### config.mk
export PLATFORM = sky130hd
export DESIGN_NAME = pmp_perm_check
export DESIGN_NICKNAME = d
export VERILOG_FILES = /design/src/rtl/pmp_perm_pkg.sv /design/src/rtl/pmp_range_hit.sv /design/src/rtl/pmp_prio_sel.sv /design/src/rtl/pmp_grant.sv /design/src/rtl/pmp_perm_check.sv
export SDC_FILE = /design/constraint.sdc
export NUM_CORES = 1
export LEC_CHECK = 0
export BUFFER_PORTS_ARGS = -buffer_cell sky130_fd_sc_hd__buf_2
export CORE_MARGIN = 4
export CORE_UTILIZATION = 30
export DETAILED_ROUTE_END_ITERATION = 8
export PLACE_DENSITY = 0.58
export SYNTH_ARGS = -nofsm -noshare
export SYNTH_HDL_FRONTEND = slang
export SYNTH_SLANG_ARGS = --single-unit
### constraint.sdc
create_clock -name clk -period 10.1 [get_ports clk]
set_input_delay 1.01 -clock clk [delete_from_list [all_inputs] [get_ports clk]]
set_output_delay 1.01 -clock clk [all_outputs]
set_load 0.1 [all_outputs]
### src/rtl/pmp_perm_pkg.sv
package pmp_perm_pkg;

   localparam int PRIV_W = 3;
   localparam logic [2:0] PV_NONE = 3'b000;
   localparam logic [2:0] PV_R    = 3'b001;
   localparam logic [2:0] PV_X    = 3'b100;
   localparam logic [2:0] PV_RW   = 3'b011;
   localparam logic [2:0] PV_RX   = 3'b101;
   localparam logic [2:0] PV_RWX  = 3'b111;

   typedef struct packed {
      logic       lock;
      logic [1:0] rsvd;
      logic [1:0] amode;
      logic       x;
      logic       w;
      logic       r;
   } ent_cfg_t;

   function automatic logic [3:0] lkd_index(input ent_cfg_t c);
      return {c.lock, c.r, c.w, c.x};
   endfunction

   function automatic logic [2:0] lkd_grant_m(input logic [3:0] idx);
      case (idx)
         4'd2, 4'd3, 4'd14:  return PV_RW;
         4'd9, 4'd10:        return PV_X;
         4'd11, 4'd13:       return PV_RX;
         4'd12, 4'd15:       return PV_R;
         default:            return PV_NONE;
      endcase
   endfunction

   function automatic logic [2:0] lkd_grant_u(input logic [3:0] idx);
      case (idx)
         4'd1, 4'd10, 4'd11: return PV_X;
         4'd2, 4'd4, 4'd15:  return PV_R;
         4'd3, 4'd6:         return PV_RW;
         4'd5:               return PV_RX;
         4'd7:               return PV_RWX;
         default:            return PV_NONE;
      endcase
   endfunction

endpackage

### src/rtl/pmp_range_hit.sv
module pmp_range_hit #(
   parameter int ADDR_W = 32
) (
   input  logic [ADDR_W-1:0] first_b,
   input  logic [ADDR_W-1:0] last_b,
   input  logic [ADDR_W-1:0] lo,
   input  logic [ADDR_W-1:0] hi,
   input  logic [7:0]        cfg,
   output logic              full,
   output logic              part
);
   import pmp_perm_pkg::*;

   ent_cfg_t c;
   logic     active, s_in, e_in;

   always_comb begin
      c      = ent_cfg_t'(cfg);
      active = (c.amode != 2'b00);
      s_in   = (first_b >= lo) && (first_b <= hi);
      e_in   = (last_b  >= lo) && (last_b  <= hi);
      full   = active && s_in && e_in;
      part   = active && (s_in ^ e_in);
   end
endmodule

### src/rtl/pmp_prio_sel.sv
module pmp_prio_sel #(
   parameter int NUM_ENTRIES = 8,
   localparam int IDX_W = $clog2(NUM_ENTRIES)
) (
   input  logic [NUM_ENTRIES-1:0] full,
   input  logic [NUM_ENTRIES-1:0] part,
   output logic [NUM_ENTRIES-1:0] sel,
   output logic [IDX_W-1:0]       sel_idx,
   output logic                   sel_full,
   output logic                   sel_part
);
   logic found;

   always_comb begin
      sel      = '0;
      sel_idx  = '0;
      sel_full = 1'b0;
      sel_part = 1'b0;
      found    = 1'b0;
      for (int i = 0; i < NUM_ENTRIES; i++) begin
         if (!found && (full[i] || part[i])) begin
            found    = 1'b1;
            sel[i]   = 1'b1;
            sel_idx  = IDX_W'(i);
            sel_full = full[i];
            sel_part = part[i];
         end
      end
   end
endmodule

### src/rtl/pmp_grant.sv
module pmp_grant #(
   parameter bit PMP_PRESENT = 1'b1
) (
   input  logic [7:0] cfg,
   input  logic       hit_full,
   input  logic       hit_part,
   input  logic       mmode,
   input  logic [2:0] req,
   input  logic       whitelist,
   input  logic       lockdown,
   output logic [2:0] priv,
   output logic       ok
);
   import pmp_perm_pkg::*;

   ent_cfg_t   c;
   logic [2:0] dflt_priv;
   logic       dflt_full;

   generate
      if (PMP_PRESENT) begin : g_present
         assign dflt_full = mmode;
      end else begin : g_absent
         assign dflt_full = 1'b1;
      end
   endgenerate

   always_comb begin
      c = ent_cfg_t'(cfg);
      if (whitelist)
         dflt_priv = PV_NONE;
      else if (lockdown)
         dflt_priv = (mmode && !req[2]) ? PV_RW : PV_NONE;
      else
         dflt_priv = dflt_full ? PV_RWX : PV_NONE;

      if (hit_part)
         priv = PV_NONE;
      else if (hit_full) begin
         if (lockdown)
            priv = mmode ? lkd_grant_m(lkd_index(c)) : lkd_grant_u(lkd_index(c));
         else if (mmode && !c.lock)
            priv = PV_RWX;
         else
            priv = {c.x, c.w, c.r};
      end else
         priv = dflt_priv;

      ok = !hit_part && ((req & ~priv) == 3'b000);
   end
endmodule

### src/rtl/pmp_perm_check.sv
module pmp_perm_check #(
   parameter int NUM_ENTRIES = 8,
   parameter int ADDR_W      = 32,
   parameter int SIZE_W      = 4,
   parameter bit PMP_PRESENT = 1'b1
) (
   input  logic                          clk,
   input  logic                          rst_n,
   input  logic [ADDR_W-1:0]             acc_addr,
   input  logic [SIZE_W-1:0]             acc_size,
   input  logic [2:0]                    acc_req,
   input  logic                          acc_mmode,
   input  logic [NUM_ENTRIES*ADDR_W-1:0] ent_lo,
   input  logic [NUM_ENTRIES*ADDR_W-1:0] ent_hi,
   input  logic [NUM_ENTRIES*8-1:0]      ent_cfg,
   input  logic                          sec_whitelist,
   input  logic                          sec_lockdown,
   output logic                          res_ok,
   output logic [2:0]                    res_priv
);
   import pmp_perm_pkg::*;

   localparam int IDX_W = $clog2(NUM_ENTRIES);

   generate
      if (NUM_ENTRIES < 2) begin : g_bad_n
         $error("NUM_ENTRIES must be at least 2");
      end
      if (SIZE_W >= ADDR_W || SIZE_W < 3) begin : g_bad_size
         $error("SIZE_W must be in 3..ADDR_W-1");
      end
   endgenerate

   logic [ADDR_W-1:0]      eff_size, last_b;
   logic [NUM_ENTRIES-1:0] full, part, sel;
   logic [IDX_W-1:0]       sel_idx;
   logic                   sel_full, sel_part;
   logic [7:0]             sel_cfg;
   logic [2:0]             g_priv;
   logic                   g_ok;

   // zero size means a 4-byte access
   assign eff_size = (acc_size == '0) ? ADDR_W'(4) : ADDR_W'(acc_size);
   assign last_b   = acc_addr + eff_size - ADDR_W'(1);

   generate
      for (genvar i = 0; i < NUM_ENTRIES; i++) begin : g_ent
         pmp_range_hit #(.ADDR_W(ADDR_W)) u_hit (
            .first_b (acc_addr),
            .last_b  (last_b),
            .lo      (ent_lo[i*ADDR_W +: ADDR_W]),
            .hi      (ent_hi[i*ADDR_W +: ADDR_W]),
            .cfg     (ent_cfg[i*8 +: 8]),
            .full    (full[i]),
            .part    (part[i])
         );
      end
   endgenerate

   pmp_prio_sel #(.NUM_ENTRIES(NUM_ENTRIES)) u_sel (
      .full     (full),
      .part     (part),
      .sel      (sel),
      .sel_idx  (sel_idx),
      .sel_full (sel_full),
      .sel_part (sel_part)
   );

   assign sel_cfg = ent_cfg[sel_idx*8 +: 8];

   pmp_grant #(.PMP_PRESENT(PMP_PRESENT)) u_grant (
      .cfg       (sel_cfg),
      .hit_full  (sel_full),
      .hit_part  (sel_part),
      .mmode     (acc_mmode),
      .req       (acc_req),
      .whitelist (sec_whitelist),
      .lockdown  (sec_lockdown),
      .priv      (g_priv),
      .ok        (g_ok)
   );

   // one-cycle registered result, cleared by reset
   always_ff @(posedge clk) begin
      if (!rst_n) begin
         res_ok   <= 1'b0;
         res_priv <= PV_NONE;
      end else begin
         res_ok   <= g_ok;
         res_priv <= g_priv;
      end
   end


   one_winner_chk: assert property (@(posedge clk) disable iff (!rst_n)
      $onehot0(sel));


   ok_subset_chk: assert property (@(posedge clk) disable iff (!rst_n)
      res_ok |-> ((res_priv & ~$past(acc_req)) != 3'b000 || 1'b1) && ((~res_priv & $past(acc_req)) == 3'b000));


   straddle_deny_chk: assert property (@(posedge clk) disable iff (!rst_n)
      sel_part |=> (!res_ok && res_priv == PV_NONE));


   whitelist_dflt_chk: assert property (@(posedge clk) disable iff (!rst_n)
      (sec_whitelist && sel == '0) |=> (res_priv == PV_NONE));


   lockdown_dflt_chk: assert property (@(posedge clk) disable iff (!rst_n)
      (sec_lockdown && !sec_whitelist && sel == '0 && acc_mmode)
      |=> (res_priv == ($past(acc_req[2]) ? PV_NONE : PV_RW)));
endmodule

---- Word-level counts from Yosys, hierarchy flattened ----
Memories as Yosys holds them, arrays and structs flattened.
Index checks and enable logic that the tools add are counted.
storage, ports and cells
  register bits ........................... 4
  bits in read-only memories .............. 96
  input bits .............................. 620
  output and inout port bits .............. 4
  word-level logic and storage cells ...... 167
  memories ................................ 2
memory list
  memory           depth  width  read ports  clocked after memory_dff  wr ports  RTL line            text
  (no name shown)  16     3      1           0                         0         pmp_perm_pkg.sv:25  case (idx)
  (no name shown)  16     3      1           0                         0         pmp_perm_pkg.sv:35  case (idx)
operators by class
  add/subtract/negate cells ............... 2
  magnitude comparators ................... 32
  shifts and indexed selects .............. 1
  muxes and demuxes ....................... 40
  bitwise gates (word level) .............. 10
  reduce and logical (&&, ||, !) cells .... 78
operator list
  cell                     count
  $ge A32 B32 Y1           16
  $le A32 B32 Y1           16
  $shiftx A64 B7 Y8        1
  $logic_and A1 B1 Y1      50
  $mux W3                  12
  $add A32 B4 Y32          1
  $sub A32 B1 Y32 const B  1
  $mux W1                  24
  $reduce_bool A2 Y1       8
  $logic_not A1 Y1         10
  $logic_or A1 B1 Y1       8
  $xor A1 B1 Y1            8
  $mux W2                  3
  $logic_not A4 Y1         1
  $mux W4                  1
  $and A3 B3 Y3            1
  $logic_not A3 Y1         1
  $not A3 Y3               1

---- Longest topological paths before layout ----
Gate-level depths: netlist (run 1).
  depth in word-level cells ............... 42
  gate-level depth with buffers ........... 45
  depth with buffers taken out ............ 43

---- Hierarchy ----
From an unflattened synthesis (run 1), not the netlist that was laid out.
second synthesis, totals
  cells, all modules ...................... 3525
  area, all modules ....................... 27044.7 um^2
by module, submodules not included
  module          instances  cells each  area each (um^2)  sequential area each (um^2)
  pmp_range_hit   8          385         2981.6            0.0
  pmp_perm_check  1          359         2672.6            80.1
  pmp_prio_sel    1          47          279.0             0.0
  pmp_grant       1          39          240.2             0.0

---- Least setup slack after synthesis (run 1) ----
Ideal clock, no wire load.
  path kind ............................... input-to-reg
  from .................................... input acc_addr[0]
  to ...................................... register res_ok
  setup time .............................. 0.103 ns
  arrival ................................. 9.615 ns
  required time ........................... 9.997 ns
  path slack .............................. 0.382 ns
  stages on the path ...................... 44
  buffers on the path ..................... 1
  path through ............................ inv_1 ha_1 inv_1 ha_1 inv_1 fa_1 nor2b_1 o21ai_0 a21boi_0 o21ai_0 a21o_1 a21oi_1 o31ai_1 a211oi_1 nor2_1 a21oi_1 a41oi_1 nor4b_1 [... 8 more ...] nor2_1 a221o_1 a221oi_1 o31a_1 o21a_1 a22o_1 or4b_1 or4b_4 nand2_4 mux2i_1 nand3_1 and3_1 buf_2 a21boi_0 o221ai_1 a21oi_1 and2_1 a2111oi_2
on the way
  cells in the longest elaborated chain, start to end .. 40
  elaborated cells on any way between the ends .. 149
  classes of those cells .................. add/sub: 2; order compare: 32; shift: 1; mux: 35; bitwise: 10; reduce/logical: 67; memory: 2
RTL lines
  element                                                   RTL line              text
  from (decl)                                               pmp_perm_check.sv:9   input logic [ADDR_W-1:0] acc_addr,
  branches (longest 39 deep; another with $add A32 B4 Y32)  -
  $logic_and A1 B1 Y1 *                                     pmp_grant.sv:49       ok = !hit_part && ((req & ~priv) == 3'b000);
  to (signal assigned)                                      pmp_perm_check.sv:89  res_ok <= g_ok;
  to (decl)                                                 pmp_perm_check.sv:18  output logic res_ok,
Mark *: on every way between the ends.
A chain may end at the register's enable or synchronous reset.

---- Worst setup path in the final report (run 1) ----
  from .................................... input acc_addr[1]
  to ...................................... register res_ok
Same word-level chain as after synthesis.

==> results.py, run 1 <==
metrics = {
    "cells_and_area": {
        "drive_gt1_share_pct": 20.30,
        "multi_input_area_um2": 24120,
        "nets": 5879,
        "area.growth.synth_to_final_pct": 24.10,
        "stdcell_count": 5359,
        "stdcell_area_um2": 32270,
        "regArea_um2": 80.08,
        "fillers": 9059,
    },
    "worst_setup_path": {
        "start_kind": "input port",
        "worstPathRequired_ps": 10230,
        "critPathArrivalTime_ps": 9740,
        "worst_path_max_delay_cell": "or4b_4",
        "max_stage_delay_ps": 590,
        "critPathCaptureType": "flop",
        "crit_fanout": 8,
        "worst-setup-path-type": "input port to flop",
    },
    "timing": {
        "relSlewSlack_pct": 26.38,
        "fmax_mhz": 104.0,
        "final-hold-violation-count": 0,
        "drv_slew": 0,
        "rsz0062_at_grt": "no",
        "period_share_pct": 95.19,
        "fin_crit_ps": 9614,
        "tns_ps": 0,
        "setup_viol": 0,
        "worst_pin_slew_ps": 1094,
    },
    "global_routing": {
        "grt_pass1_vias": 28520,
        "grt_max_degree": 19,
        "grt_pass1_wl_um": 183800,
        "grtUsageTotal_pct": 27.41,
        "antenna_found_initial": 34,
        "grt_overflow": 0,
    },
    "clock_tree": {
        "cts.sinks": 4,
        "cts_root_buf": "clkbuf_16",
        "cts_buffer_depth": 2,
        "htreeDepth": 1,
        "cts_tree": "yes",
        "path_clk_slew_ps": 30,
        "cts_hold_buf": 0,
        "numCtsBuffers": 3,
    },
    "floorplanning": {
        "die_h_um": 302.4,
        "die_area_um2": 91440,
        "start_util_pct": 30.39,
        "die_w_um": 302.4,
        "core_area_um2": 85550,
        "rows": 107,
        "pin_count": 624,
    },
    "synthesis": {
        "synthTopCellsByArea": "ha_1 (51%), inv_1 (8.2%), a21oi_1 (6.8%), a21o_1 (4.3%), nand4_1 (3.6%)",
        "yosysWarningCount": 0,
        "postSynthCellCount": 3422,
        "synthTopCellsByCount": "ha_1 (1058), inv_1 (570), a21oi_1 (352), nand2_1 (184), o21ai_0 (159)",
        "synthesis.nets": 5101,
        "synthFlopType": "dfxtp_1",
        "synth_top_area_share_pct": 50.91,
        "syn-cell-area_um2": 26000,
        "yosys.area.top_type": "ha_1",
        "yosysSeqAreaShare_pct": 0.3080,
        "yosysUniqueCellTypes": 77,
        "yosysMostFrequentCell": "ha_1",
        "synth_edf_count": 0,
        "syn_avg_cell_area_um2": 7.598,
        "yosys_register_bits": 4,
        "async_flop_share_pct": 0,
    },
    "placed_design": {
        "placed_area_um2": 31980,
        "portBuffers": 607,
        "dpl.hpwl_um": 114600,
        "dp_cells": 5337,
        "gp_congestion": 0.9835,
    },
    "route": {
        "viasPerCell": 5.473,
        "wl_per_cell_um": 24.69,
        "dr.first_iter.drc_count": 1792,
        "dr.pass1.iters": 5,
        "drt_wl_total_um": 132300,
        "antenna_left": 0,
        "route.vias.total": 29330,
        "drcViolationCount": 0,
    },
    "power": {
        "p_leak_uw": 0.01849,
        "worst_ir_drop_vdd_mv": 0.1321,
        "p_per_area_nw_per_um2": 89.77,
    },
    "worst_hold_path": {
        "hold_depth": 2,
        "hold_end": "res_ok",
        "hp-start": "acc_req[2]",
        "holdCritPathClass": "input port to flop",
    },
    "outcome": {
        "status": "completed",
    },
    "flow_run": {
        "max-cap-violations": 0,
    },
}
==> logic make-up after synthesis <==
kind of cell    count (synthesis)  synth area share [%]
simple gates                  800                 15.81
xor+xnor                       25                0.8422
flops                           4                0.3080
compound gates                944                 23.02
fa+ha+maj                    1059                 50.99
buf+inv                       573                 8.369
mux                            17                0.6545
==> registers in the layout, indices dropped and copies added, names as in the netlist <==
signal and cells:
res_ok 1, res_priv 3
==> critical path: cells and delay by family <==
family	cells	cell delay, ps
multiplexers	1	80
buffers and inverters	8	960
AO/OA/AOI/OAI	18	3220
XOR/XNOR	1	160
adder cells (fa/ha/maj)	4	1130
AND/OR/NAND/NOR	15	3150
==> cell type report <==
cell class	instances	share of cell area, %
Antenna cell	17	0.1318
Clock buffer	3	0.2327
Inverter	570	6.631
Multi-Input combinational cell	2846	74.75
Sequential cell	4	0.2482
Tap cell	1144	4.436
Timing Repair Buffer	775	13.57
==> placed cells by master, fill, tap and decap left out, types with 12 or more instances in the layout <==
| master | synthesis | layout |
|---|---|---|
| o21a_1 | 20 | 20 |
| nor3_1 | 50 | 49 |
| a21o_1 | 148 | 148 |
| ha_1 | 1058 | 1058 |
| o21ai_0 | 159 | 156 |
| mux2i_1 | 17 | 17 |
| nand2b_1 | 22 | 22 |
| buf_2 | 1 | 607 |
| xnor2_2 | 0 | 17 |
| a21oi_1 | 352 | 349 |
| diode_2 | 0 | 17 |
| nand3_1 | 112 | 112 |
| nor4_1 | 27 | 26 |
| nand2_1 | 184 | 183 |
| and3_1 | 14 | 12 |
| and4_1 | 21 | 21 |
| nor2b_1 | 38 | 35 |
| a211oi_1 | 53 | 52 |
| a2111oi_0 | 25 | 23 |
| a221oi_1 | 17 | 17 |
| buf_4 | 0 | 161 |
| nor2_1 | 135 | 133 |
| nand4_1 | 151 | 151 |
| inv_1 | 570 | 570 |
| a31oi_1 | 19 | 18 |
| o211ai_1 | 20 | 20 |
==> stage by stage <==
step / setup WS [ps] / hold WS, ps / utilization (%) / power (uW)
2_1_floorplan: 381.6 / 1101 / - / 1614
3_5_place_dp: -325.2 / 1245 / 37.38 / 2755
4_1_cts: 31.50 / 1017 / 37.51 / 2843
6_report: 485.5 / 1033 / 37.72 / 2897
3_3_place_gp: -274.6 / 1252 / 37.38 / 2713
5_1_grt: 5.634 / 1047 / 37.69 / 3209
==> what timing repair did <==
action,in CTS,in global routing
buffers inserted,0,1
resized for setup,6,27
setup endpoints to repair,1,4
pin swaps,0,12
cloned,0,1
==> report_power, final <==
group / leakage [uW] / switching (uW) / internal [uW]
combinational: 0.0184 / 1660 / 1150
clock: 0.0000371 / 12.9 / 50.7
sequential: 0.0000324 / 1.38 / 18.8
total: 0.0185 / 1680 / 1220
==> worst max path at each step <==
stage	startpoint	end	slack [ps]	cells after the start
2_1_floorplan	acc_addr[0]	res_ok	380	44
3_3_place_gp	acc_addr[1]	res_ok	-270	47
3_5_place_dp	acc_addr[0]	res_ok	-330	47
4_1_cts	acc_addr[1]	res_ok	30	47
5_1_grt	acc_addr[1]	res_ok	6	47
6_report	acc_addr[1]	res_ok	490	47
==> layer usage <==
| layer | global-route usage [%] | wire length [um] | share of wire [%] | vias up |
|---|---|---|---|---|
| met5 | 0 | 115 | 0.087 | - |
| met4 | 9.836 | 5670 | 4.3 | 18 |
| met3 | 4.242 | 8834 | 6.7 | 234 |
| met2 | 47.63 | 61380 | 46 | 1077 |
| met1 | 34.28 | 56300 | 43 | 13600 |
| li1 | - | - | - | 14400 |
(Power assumes the default switching activity.)
==> inputs of run 2 (changes only) <==
- ABC_AREA: not set -> 1
- PLACE_DENSITY: 0.58 -> 0.57
==> run 2 against run 1 <==
  * Area after synthesis is 5.6% higher
  * Critical path depth rose by 8
  * Sequential share of layout area is essentially flat
  * Via count grew 2.6%
  * Power decreased by 2.3%
  * Combinational power down 2%
  * Clock power decreased by 4.2%
  * Fmax is 5.5% higher
  * Final cell count rose by 13%
  * First-iteration DRC count fell by 5.1%
  * Critical endpoint unchanged
  * Largest cell class unchanged
  * Highest routed layer unchanged
==> results.py, run 2 <==
metrics = {
    "timing": {
        "tns_ps": 0,
        "relSlewSlack_pct": 21.68,
        "setup_viol": 0,
        "rsz0062_at_grt": "no",
        "fin_crit_ps": 9115,
        "fin_hold_ws_ps": 1042,
        "drv_slew": 0,
        "final-hold-violation-count": 0,
        "worst_pin_slew_ps": 1175,
        "period_share_pct": 90.25,
        "fmax_mhz": 109.7,
    },
    "worst_hold_path": {
        "hp-start": "acc_req[1]",
        "hold_end": "res_ok",
        "hold_depth": 4,
        "holdCritPathClass": "input port to flop",
    },
    "clock_tree": {
        "path_clk_slew_ps": 30,
        "cts.sinks": 4,
        "htreeDepth": 1,
        "cts_root_buf": "clkbuf_16",
        "cts_tree": "yes",
        "cts_buffer_depth": 2,
        "numCtsBuffers": 3,
    },
    "cells_and_area": {
        "drive_gt1_share_pct": 15.40,
        "nets": 6576,
        "largest_register_ff_count": 3,
        "regMostFlops": "res_priv",
        "stdcell_count": 6078,
        "top_regs": "res_priv: 3 flops, res_ok: 1 flops",
        "final_cell_mix": "ha_1 (1058), nand2_1 (977), inv_1 (791), buf_2 (607), a21oi_1 (520)",
        "layout_commonest_cell": "ha_1",
        "final_core_util_pct": 36.06,
        "area.growth.synth_to_final_pct": 18.71,
    },
    "floorplanning": {
        "rows": 110,
        "pin_count": 624,
        "die_w_um": 310.6,
        "start_util_pct": 30.38,
        "core_area_um2": 90420,
        "die_area_um2": 96470,
        "die_h_um": 310.6,
    },
    "route": {
        "drcViolationCount": 0,
        "viasPerCell": 4.949,
        "dr.first_iter.drc_count": 1700,
        "dr.pass1.iters": 5,
        "wl_per_cell_um": 19.47,
        "route.vias.total": 30080,
        "antenna_left": 0,
        "drt_wl_total_um": 118300,
    },
    "synthesis": {
        "synthTopCellsByCount": "ha_1 (1058), nand2_1 (977), inv_1 (791), a21oi_1 (520), nor2_1 (282)",
        "async_flop_share_pct": 0,
        "yosysSeqAreaShare_pct": 0.2915,
        "yosysMostFrequentCell": "ha_1",
        "yosysWarningCount": 0,
        "synthFlopType": "dfxtp_1",
        "syn-cell-area_um2": 27470,
        "postSynthCellCount": 4238,
        "yosys.area.top_type": "ha_1",
        "synthTopCellsByArea": "ha_1 (48%), nand2_1 (13%), inv_1 (11%), a21oi_1 (9.5%), nor2_1 (3.9%)",
        "yosysUniqueCellTypes": 52,
        "synth_edf_count": 0,
        "synthesis.nets": 5917,
        "synth_top_area_share_pct": 48.19,
        "yosys_register_bits": 4,
        "syn_avg_cell_area_um2": 6.482,
    },
    "global_routing": {
        "grtUsageTotal_pct": 23.45,
        "grt_pass1_wl_um": 174500,
        "grt_max_degree": 19,
        "grt_overflow": 0,
        "antenna_found_initial": 10,
        "grt_pass1_vias": 28820,
    },
    "placed_design": {
        "dp_cells": 6068,
        "gp_congestion": 0.9112,
        "dpl.hpwl_um": 103300,
        "portBuffers": 607,
    },
    "worst_setup_path": {
        "critPathCaptureType": "flop",
        "critPathMostFrequentCell": "nand2_1",
        "crit_fanout": 16,
        "worstPathRequired_ps": 10250,
        "worst_path_max_delay_cell": "xor2_2",
        "critPathArrivalTime_ps": 9270,
        "worst-setup-path-type": "input port to flop",
        "max_stage_delay_ps": 470,
        "start_kind": "input port",
    },
    "power": {
        "p_per_area_nw_per_um2": 86.75,
        "p_leak_uw": 0.02004,
        "worst_ir_drop_vdd_mv": 0.06627,
        "power_uw": 2829,
    },
    "flow_run": {
        "max-cap-violations": 0,
    },
    "outcome": {
        "status": "completed",
    },
}
run 2: cell types whose count changed after synthesis, sizes merged, moves of 21 or more:
cell     delta
and4       -21
nand2b     -22
nor2      +158
a2111oi    -27
nor2b      -38
inv       +224
a21o      -140
a211oi     -53
a21oi     +171
nand4      -72
nand2     +812
run 2: how the worst max path moves through the flow:
stage / from / end / slack [ps] / cells past startpoint
2_1_floorplan: acc_addr[0] / res_ok / 2590 / 54
3_3_place_gp: acc_addr[1] / res_ok / 730 / 55
3_5_place_dp: acc_addr[1] / res_ok / 700 / 53
4_1_cts: acc_addr[1] / res_ok / 910 / 53
5_1_grt: acc_size[0] / res_ok / 70 / 57
6_report: acc_size[3] / res_ok / 980 / 55
run 2: layer usage:
metal | global-route usage [%] | wire, um | vias to the layer above
met3 | 1.352 | 5498 | 129
met5 | 0 | 27 | -
li1 | - | - | 15570
met2 | 40.23 | 53950 | 831
met1 | 31.95 | 55110 | 13550
met4 | 6.202 | 3731 | 4
run 2: what timing repair did:
action | in CTS | in global routing
setup buffers | 0 | 0
hold buffers | 0 | 0
resized for setup | 0 | 1
endpoints found under the setup margin | 0 | 1
run 2: final cells by class:
| cell class | instances | area, um2 |
|---|---|---|
| inverters | 795 | 2987 |
| clock buffers | 3 | 75.07 |
| well taps | 1176 | 1471 |
| repair buffers | 656 | 3406 |
| diodes | 7 | 17.52 |
| fillers | 9906 | 57820 |
| multi-input cells | 3437 | 24570 |
| flip-flops and latches | 4 | 80.08 |
run 2: logic make-up (layout without fill, tap and decap cells):
family	count (synthesis)	in the layout	synth area share, %
AOI/OAI and AO/OA	776	776	15.00
DFF	4	4	0.2915
other	0	7	0
adders and majority gates	1059	1059	48.26
and+or+nand+nor	1572	1572	24.52
buffers and inverters	797	1454	10.96
xor gates and xnor gates	30	30	0.9565
run 2: metrics by stage:
| step | area (um2) | setup WS [ps] |
|---|---|---|
| floorplan | 27470 | 2586 |
| global placement | 32510 | 728.5 |
| detailed placement | 32510 | 700.0 |
| CTS | 32590 | 908.3 |
| global route | 32600 | 69.02 |
| finish | 32610 | 984.6 |
run 2: worst max-delay path, delay by kind of cell:
family                   cells  cell delay, ps
AO/OA/AOI/OAI               11            2150
AND/OR/NAND/NOR             36            4320
adder cells (fa/ha/maj)      3             760
buffers and inverters        4             540
XOR/XNOR                     1             470
run 2: power breakdown:
part / switching (uW) / internal (uW)
registers: 0.952 / 20.0
logic: 1760 / 985
clock network: 10.4 / 50.5
